$ cat config.mk
export PLATFORM = sky130hd
export DESIGN_NAME = otp_par_read_port
export DESIGN_NICKNAME = d
export VERILOG_FILES = /design/src/rtl/otp_pkg.sv /design/src/rtl/otp_rsp_stage.sv /design/src/rtl/otp_cfg_regs.sv /design/src/rtl/otp_strobe_gate.sv /design/src/rtl/otp_fuse_words.sv /design/src/rtl/otp_par_read_port.sv
export SDC_FILE = /design/constraint.sdc
export NUM_CORES = 1
export LEC_CHECK = 0
export BUFFER_PORTS_ARGS = -buffer_cell sky130_fd_sc_hd__buf_2
export CAP_MARGIN = 20
export CORE_MARGIN = 5
export CORE_UTILIZATION = 48
export DETAILED_ROUTE_END_ITERATION = 12
export PLACE_DENSITY = 0.84
export SLEW_MARGIN = 20
export SYNTH_ARGS = -nofsm -noshare
export SYNTH_HDL_FRONTEND = slang
export SYNTH_SLANG_ARGS = --single-unit
$ cat constraint.sdc
create_clock -name clk -period 5 [get_ports clk]
set_input_delay 0.5 -clock clk [delete_from_list [all_inputs] [get_ports clk]]
set_output_delay 0.5 -clock clk [all_outputs]
set_load 0.03 [all_outputs]
$ cat src/rtl/otp_pkg.sv
package otp_pkg;
  localparam int WORD_W = 32;

  // Register byte offsets
  localparam int OFS_CTRL = 'h00;
  localparam int OFS_DATA = 'h04;
  localparam int OFS_PTR  = 'h08;

  // Control field positions
  localparam int B_SERIAL = 15;
  localparam int B_PCLR   = 14;
  localparam int B_PWR    = 13;
  localparam int B_STRB   = 3;
  // Pointer register field
  localparam int B_AINC   = 8;

  typedef struct packed {
    logic serial;
    logic ptr_clr;
    logic pwr_on;
    logic strobe;
  } ctrl_t;

  localparam ctrl_t CTRL_RST = '{serial: 1'b1, ptr_clr: 1'b0, pwr_on: 1'b0, strobe: 1'b0};

  function automatic ctrl_t ctrl_unpack(input logic [WORD_W-1:0] w);
    ctrl_t c;
    c.serial  = w[B_SERIAL];
    c.ptr_clr = w[B_PCLR];
    c.pwr_on  = w[B_PWR];
    c.strobe  = w[B_STRB];
    return c;
  endfunction

  function automatic logic [WORD_W-1:0] ctrl_pack(input ctrl_t c);
    logic [WORD_W-1:0] w;
    w = '0;
    w[B_SERIAL] = c.serial;
    w[B_PCLR]   = c.ptr_clr;
    w[B_PWR]    = c.pwr_on;
    w[B_STRB]   = c.strobe;
    return w;
  endfunction
endpackage

$ cat src/rtl/otp_rsp_stage.sv
module otp_rsp_stage
  import otp_pkg::*;
(
  input  logic              clk,
  input  logic              rst_n,
  input  logic              req_valid,
  input  logic              req_write,
  output logic              req_ready,
  output logic              accept,
  input  logic [WORD_W-1:0] rd_word,
  output logic              resp_valid,
  input  logic              resp_ready,
  output logic [WORD_W-1:0] resp_rdata
);
  logic              vld_q;
  logic [WORD_W-1:0] dat_q;

  assign req_ready  = !vld_q || resp_ready;
  assign accept     = req_valid && req_ready;
  assign resp_valid = vld_q;
  assign resp_rdata = dat_q;

  always_ff @(posedge clk or negedge rst_n) begin
    if (!rst_n) begin
      vld_q <= 1'b0;
      dat_q <= '0;
    end else if (accept) begin
      vld_q <= 1'b1;
      dat_q <= req_write ? '0 : rd_word;
    end else if (resp_ready) begin
      vld_q <= 1'b0;
    end
  end
endmodule

$ cat src/rtl/otp_cfg_regs.sv
module otp_cfg_regs
  import otp_pkg::*;
#(
  parameter int ADDR_W    = 8,
  parameter int PTR_W     = 2,
  parameter int LAST_WORD = 3
) (
  input  logic              clk,
  input  logic              rst_n,
  input  logic              accept,
  input  logic              req_write,
  input  logic [ADDR_W-1:0] req_addr,
  input  logic [WORD_W-1:0] req_wdata,
  output ctrl_t             ctrl,
  output logic              autoinc,
  output logic [PTR_W-1:0]  word_ptr,
  output logic              sel_ctrl,
  output logic              sel_data,
  output logic              sel_ptr
);
  ctrl_t            ctrl_q;
  logic             ainc_q;
  logic [PTR_W-1:0] ptr_q;
  logic             data_rd;

  assign sel_ctrl = (int'(req_addr) == OFS_CTRL);
  assign sel_data = (int'(req_addr) == OFS_DATA);
  assign sel_ptr  = (int'(req_addr) == OFS_PTR);
  assign data_rd  = accept && !req_write && sel_data;

  always_ff @(posedge clk or negedge rst_n) begin
    if (!rst_n) begin
      ctrl_q <= CTRL_RST;
      ainc_q <= 1'b0;
    end else if (accept && req_write) begin
      if (sel_ctrl) ctrl_q <= ctrl_unpack(req_wdata);
      if (sel_ptr)  ainc_q <= req_wdata[B_AINC];
    end
  end

  always_ff @(posedge clk or negedge rst_n) begin
    if (!rst_n) begin
      ptr_q <= '0;
    end else if (ctrl_q.ptr_clr) begin
      ptr_q <= '0;
    end else if (data_rd && ainc_q && (int'(ptr_q) != LAST_WORD)) begin
      ptr_q <= ptr_q + 1'b1;
    end
  end

  assign ctrl     = ctrl_q;
  assign autoinc  = ainc_q;
  assign word_ptr = ptr_q;
endmodule

$ cat src/rtl/otp_strobe_gate.sv
module otp_strobe_gate #(
  parameter int MIN_CYC = 25
) (
  input  logic clk,
  input  logic rst_n,
  input  logic strobe,
  input  logic pwr_on,
  input  logic par_mode,
  output logic latch_en,
  output logic word_valid
);
  localparam int CNT_W = $clog2(MIN_CYC + 1);

  logic             strb_d;
  logic             armed_q;
  logic [CNT_W-1:0] low_cnt;
  logic             rise;
  logic             fall;
  logic             vld_q;

  assign rise = strobe && !strb_d;
  assign fall = !strobe && strb_d;

  always_ff @(posedge clk or negedge rst_n) begin
    if (!rst_n) begin
      strb_d  <= 1'b0;
      armed_q <= 1'b0;
      low_cnt <= '0;
    end else begin
      strb_d <= strobe;
      if (fall) begin
        armed_q <= 1'b1;
        low_cnt <= CNT_W'(1);
      end else if (rise) begin
        armed_q <= 1'b0;
      end else if (armed_q && !strobe && (int'(low_cnt) < MIN_CYC)) begin
        low_cnt <= low_cnt + 1'b1;
      end
    end
  end

  assign latch_en = rise && armed_q && (int'(low_cnt) >= MIN_CYC) && pwr_on && par_mode;

  always_ff @(posedge clk or negedge rst_n) begin
    if (!rst_n)        vld_q <= 1'b0;
    else if (!pwr_on)  vld_q <= 1'b0;
    else if (latch_en) vld_q <= 1'b1;
  end

  assign word_valid = vld_q;
endmodule

$ cat src/rtl/otp_fuse_words.sv
module otp_fuse_words
  import otp_pkg::*;
#(
  parameter int                   FUSE_BITS  = 69,
  parameter logic [FUSE_BITS-1:0] FUSE_VALUE = '1,
  parameter int                   NUM_WORDS  = 3,
  parameter int                   PTR_W      = 2
) (
  input  logic              clk,
  input  logic              rst_n,
  input  logic              latch_en,
  input  logic [PTR_W-1:0]  word_ptr,
  output logic [WORD_W-1:0] word
);
  localparam int                PADW   = NUM_WORDS * WORD_W;
  localparam logic [PADW-1:0]   PADDED = PADW'(FUSE_VALUE);

  logic [WORD_W-1:0] shadow [NUM_WORDS];

  for (genvar k = 0; k < NUM_WORDS; k++) begin : g_word
    always_ff @(posedge clk or negedge rst_n) begin
      if (!rst_n)        shadow[k] <= '0;
      else if (latch_en) shadow[k] <= PADDED[k*WORD_W +: WORD_W];
    end
  end

  always_comb begin
    word = '0;
    for (int k = 0; k < NUM_WORDS; k++) begin
      if (int'(word_ptr) == k) word = shadow[k];
    end
  end
endmodule

$ cat src/rtl/otp_par_read_port.sv
module otp_par_read_port
  import otp_pkg::*;
#(
  parameter int                   ADDR_W         = 8,
  parameter int                   FUSE_BITS      = 69,
  parameter logic [FUSE_BITS-1:0] FUSE_VALUE     = '1,
  parameter int                   STROBE_MIN_CYC = 25
) (
  input  logic              clk,
  input  logic              rst_n,
  input  logic              req_valid,
  output logic              req_ready,
  input  logic              req_write,
  input  logic [ADDR_W-1:0] req_addr,
  input  logic [31:0]       req_wdata,
  output logic              resp_valid,
  input  logic              resp_ready,
  output logic [31:0]       resp_rdata
);
  localparam int NUM_WORDS = (FUSE_BITS + WORD_W - 1) / WORD_W;
  localparam int PTR_W     = (NUM_WORDS > 1) ? $clog2(NUM_WORDS) : 1;
  localparam int LAST_WORD = NUM_WORDS - 1;

  logic              accept;
  ctrl_t             ctrl;
  logic              autoinc_w;
  logic [PTR_W-1:0]  word_ptr_w;
  logic              sel_ctrl, sel_data, sel_ptr;
  logic              latch_en;
  logic              word_valid_w;
  logic [WORD_W-1:0] fuse_word;
  logic [WORD_W-1:0] ptr_view;
  logic [WORD_W-1:0] rd_word;
  logic              pwr_on_w, par_mode_w, ptr_clr_w;

  assign pwr_on_w   = ctrl.pwr_on;
  assign par_mode_w = !ctrl.serial;
  assign ptr_clr_w  = ctrl.ptr_clr;

  otp_rsp_stage u_rsp (
    .clk(clk), .rst_n(rst_n), .req_valid(req_valid), .req_write(req_write),
    .req_ready(req_ready), .accept(accept), .rd_word(rd_word),
    .resp_valid(resp_valid), .resp_ready(resp_ready), .resp_rdata(resp_rdata)
  );

  otp_cfg_regs #(.ADDR_W(ADDR_W), .PTR_W(PTR_W), .LAST_WORD(LAST_WORD)) u_regs (
    .clk(clk), .rst_n(rst_n), .accept(accept), .req_write(req_write),
    .req_addr(req_addr), .req_wdata(req_wdata), .ctrl(ctrl),
    .autoinc(autoinc_w), .word_ptr(word_ptr_w),
    .sel_ctrl(sel_ctrl), .sel_data(sel_data), .sel_ptr(sel_ptr)
  );

  otp_strobe_gate #(.MIN_CYC(STROBE_MIN_CYC)) u_strb (
    .clk(clk), .rst_n(rst_n), .strobe(ctrl.strobe), .pwr_on(pwr_on_w),
    .par_mode(par_mode_w), .latch_en(latch_en), .word_valid(word_valid_w)
  );

  otp_fuse_words #(.FUSE_BITS(FUSE_BITS), .FUSE_VALUE(FUSE_VALUE),
                   .NUM_WORDS(NUM_WORDS), .PTR_W(PTR_W)) u_words (
    .clk(clk), .rst_n(rst_n), .latch_en(latch_en),
    .word_ptr(word_ptr_w), .word(fuse_word)
  );

  always_comb begin
    ptr_view = '0;
    ptr_view[PTR_W-1:0] = word_ptr_w;
    ptr_view[B_AINC]    = autoinc_w;
  end

  always_comb begin
    rd_word = '0;
    if (sel_ctrl)     rd_word = ctrl_pack(ctrl);
    else if (sel_ptr) rd_word = ptr_view;
    else if (sel_data && pwr_on_w && par_mode_w && word_valid_w) rd_word = fuse_word;
  end
endmodule

==> impl_metrics.yaml <==
status:
  outcome: "finished, final reports clean"
clock_tree:
  clkLatencyLatePin_ns: 0.32
  cts_hold_buf: 0
  clk_path_buf_depth: 2
  cts_sinks: 26
  numCtsBuffers: 3
  post_cts_resized: 0
  cts_tree: "yes"
  clk_pin_slew_worst_paths_ns: 0.13
  cts_root_buf: "clkbuf_4"
  htree_levels: 1
  cts_setup_buffers: 0
sta:
  skew_ns: 0.00199
  slew_headroom_pct: 62.8
  worst_pin_slew_ns: 0.559
  finalCritPeriodShare_pct: 38.9
  rsz0062_at_grt: "no"
  fin_ws_ns: 3.05
  fmax_ghz: 0.514
  final_hold_viol_count: 0
  maxSlewViolCount: 0
  fin_crit_ns: 1.95
  final-setup-viol-count: 0
  tns_ns: 0
setup_path:
  cp-start-kind: "flop"
  worst-r2r-setup-slack_ns: 3.05
  path_max_fanout: 4
  crit_family: "simple AND/OR/NAND/NOR gates"
  critPathCaptureType: "flop"
  critPathMaxStageDelay_ns: 0.44
  crit_type: "reg2reg"
  path_cells: "inv_1 > ha_1 > nor4bb_1 > nand3_1 > or3_2 > a21oi_1"
  critPathBufInv: 1
  slowest_stage: "or3_2"
  critical_path_required_ns: 5.25
  cp.arrival_ns: 2.20
finish:
  drive_gt1_share_pct: 39.8
  layoutNonFillerInstCount: 215
  layout_commonest_cell: "buf_2"
  diodes: 0
  fin_nets: 225
  layout_common_cells: "buf_2 (51), dfrtp_1 (25), inv_1 (9)"
  nFillCells: 277
  syn2layout_area_growth_pct: 11.9
synthesis:
  ys_ff_latch: 26
  syn_area_per_cell_um2: 10.8
  netlist_area_um2: 1530
  synth_edf_count: 0
  synth_area_leaders: "dfrtp_1 (41%), buf_4 (11%), ha_1 (6.5%), mux2_2 (4.4%), nor4_4 (4.2%)"
  synth_compound_area_share_pct: 13.1
  synthCells: 141
  syn_nets: 194
  synth_top_family_by_area: "simple AND/OR/NAND/NOR gates"
  yosysTopAreaCellShare_pct: 40.9
  yosysUniqueCellTypes: 36
  async_flop_share_pct: 100
  yosys-mux-area-fraction_pct: 4.42
  synthXorXnorAreaFrac_pct: 0
  synth.largest_area_cell: "dfrtp_1"
  yosys.area_share.simple_pct: 19.3
  ys_seq_area_share_pct: 42.6
  ys.warnings.count: 0
  synth_fa_ha_area_share_pct: 6.55
  ys.flop_type: "dfrtp_1"
placed_design:
  hpwl_um: 2450
  dp_cells: 211
  io_buffers: 51
  pre_cts_ws_ns: 2.91
  gp_congestion: 0.786
drt:
  first_iter_violations: 22
  wl_met3_um: 180
  wl_per_cell_um: 14.1
  routed_via_density: 5.38
  vias: 1157
  wl_met1_um: 1290
  drtAntennaViolNets: 0
  drtPass1Iterations: 4
  routed.top_layer: "met4"
  drc: 0
  routed_wl_um: 3020
  met2_length_um: 1540
grt:
  grt_pass1_vias: 1124
  antenna_found_initial: 0
  grt_pass1_wl_um: 4900
  overflow: 0
  grtUsageTotal_pct: 14.2
  grt_max_degree: 27
pwr:
  irDropWorstVdd_v: 0.000139
  cellPowerDensity_nw_per_um2: 253
  p_leak_nw: 0.858
die:
  dieHeight_um: 66.4
  fp.coreArea_um2: 3050
  io_pins: 79
  die_area_um2: 4410
  die-width_um: 66.4
  initial_utilization_pct: 50.1
  row_count: 20
run:
  max_cap_violations: 0
hold_path:
  hold_path.class: "in2async"
-- report_power, final --
part	internal, mW	switching (mW)
sequential	0.222	0.0181
combinational	0.0221	0.0291
clock	0.0810	0.0606
-- state kept, by name, summed over array words and instances (netlist names) --
register / flops
u_rsp.resp_valid: 1
u_rsp.resp_rdata: 9
u_strb.low_cnt: 5
u_regs.ctrl: 4
u_strb.strb_d: 1
u_words.shadow: 1
u_regs.word_ptr: 2
u_strb.armed_q: 1
u_strb.word_valid: 1
u_regs.autoinc: 1
-- synthesized netlist by cell type (all sizes together), types with 3 or more instances --
master   n
nor2     6
a21oi    3
nand2    6
buf     23
ha       8
nor4     6
nor3     5
mux2     6
nand3    4
inv      9
dfrtp   25
nand2b   4
nor2b    3
a221o    5
-- layer usage --
layer	vias up	track usage, %
met3	4	2.38
li1	559	-
met4	0	4.57
met1	559	17.3
met5	-	0
met2	35	25.0
-- cell type report --
class / count / area (um2) / share of cell area (%)
clock buffer: 3 / 22.5 / 1.32
sequential: 26 / 652 / 38.1
tap: 44 / 55.1 / 3.22
inverter: 9 / 33.8 / 1.97
timing repair buffer: 51 / 255 / 14.9
multi-input combinational: 81 / 663 / 38.7
clock inverter: 1 / 30.0 / 1.75
-- through the flow --
step                      hold WS, ns  cell area (um2)  util (%)  power (mW)
after detailed placement        0.466             1660      54.3       0.296
after floorplan                 0.204             1530         -       0.271
final                           0.151             1710      56.1       0.433
after global routing            0.171             1710      56.1       0.461
after global placement          0.436             1660      54.3       0.289
after CTS                       0.154             1710      56.1       0.436
-- final timing paths --
path / start / depth (start not counted) / to
setup / recovery: u_regs.word_ptr[0] / 6 / u_regs.word_ptr[0]
hold / removal: rst_n / 1 / u_regs.autoinc
setup reg to reg: u_regs.word_ptr[0] / 6 / u_regs.word_ptr[0]
hold reg to reg: u_words.shadow[64] / 2 / u_words.shadow[64]
max in group asynchronous: rst_n / 1 / u_regs.ctrl[3]
min in group clk: req_wdata[8] / 2 / u_regs.autoinc
-- cell families after synthesis --
logic type,Yosys count
buf+inv,34
fa+ha+maj,8
flops,26
compound gates,24
simple gates,43
mux,6
(Power assumes the default switching activity.)
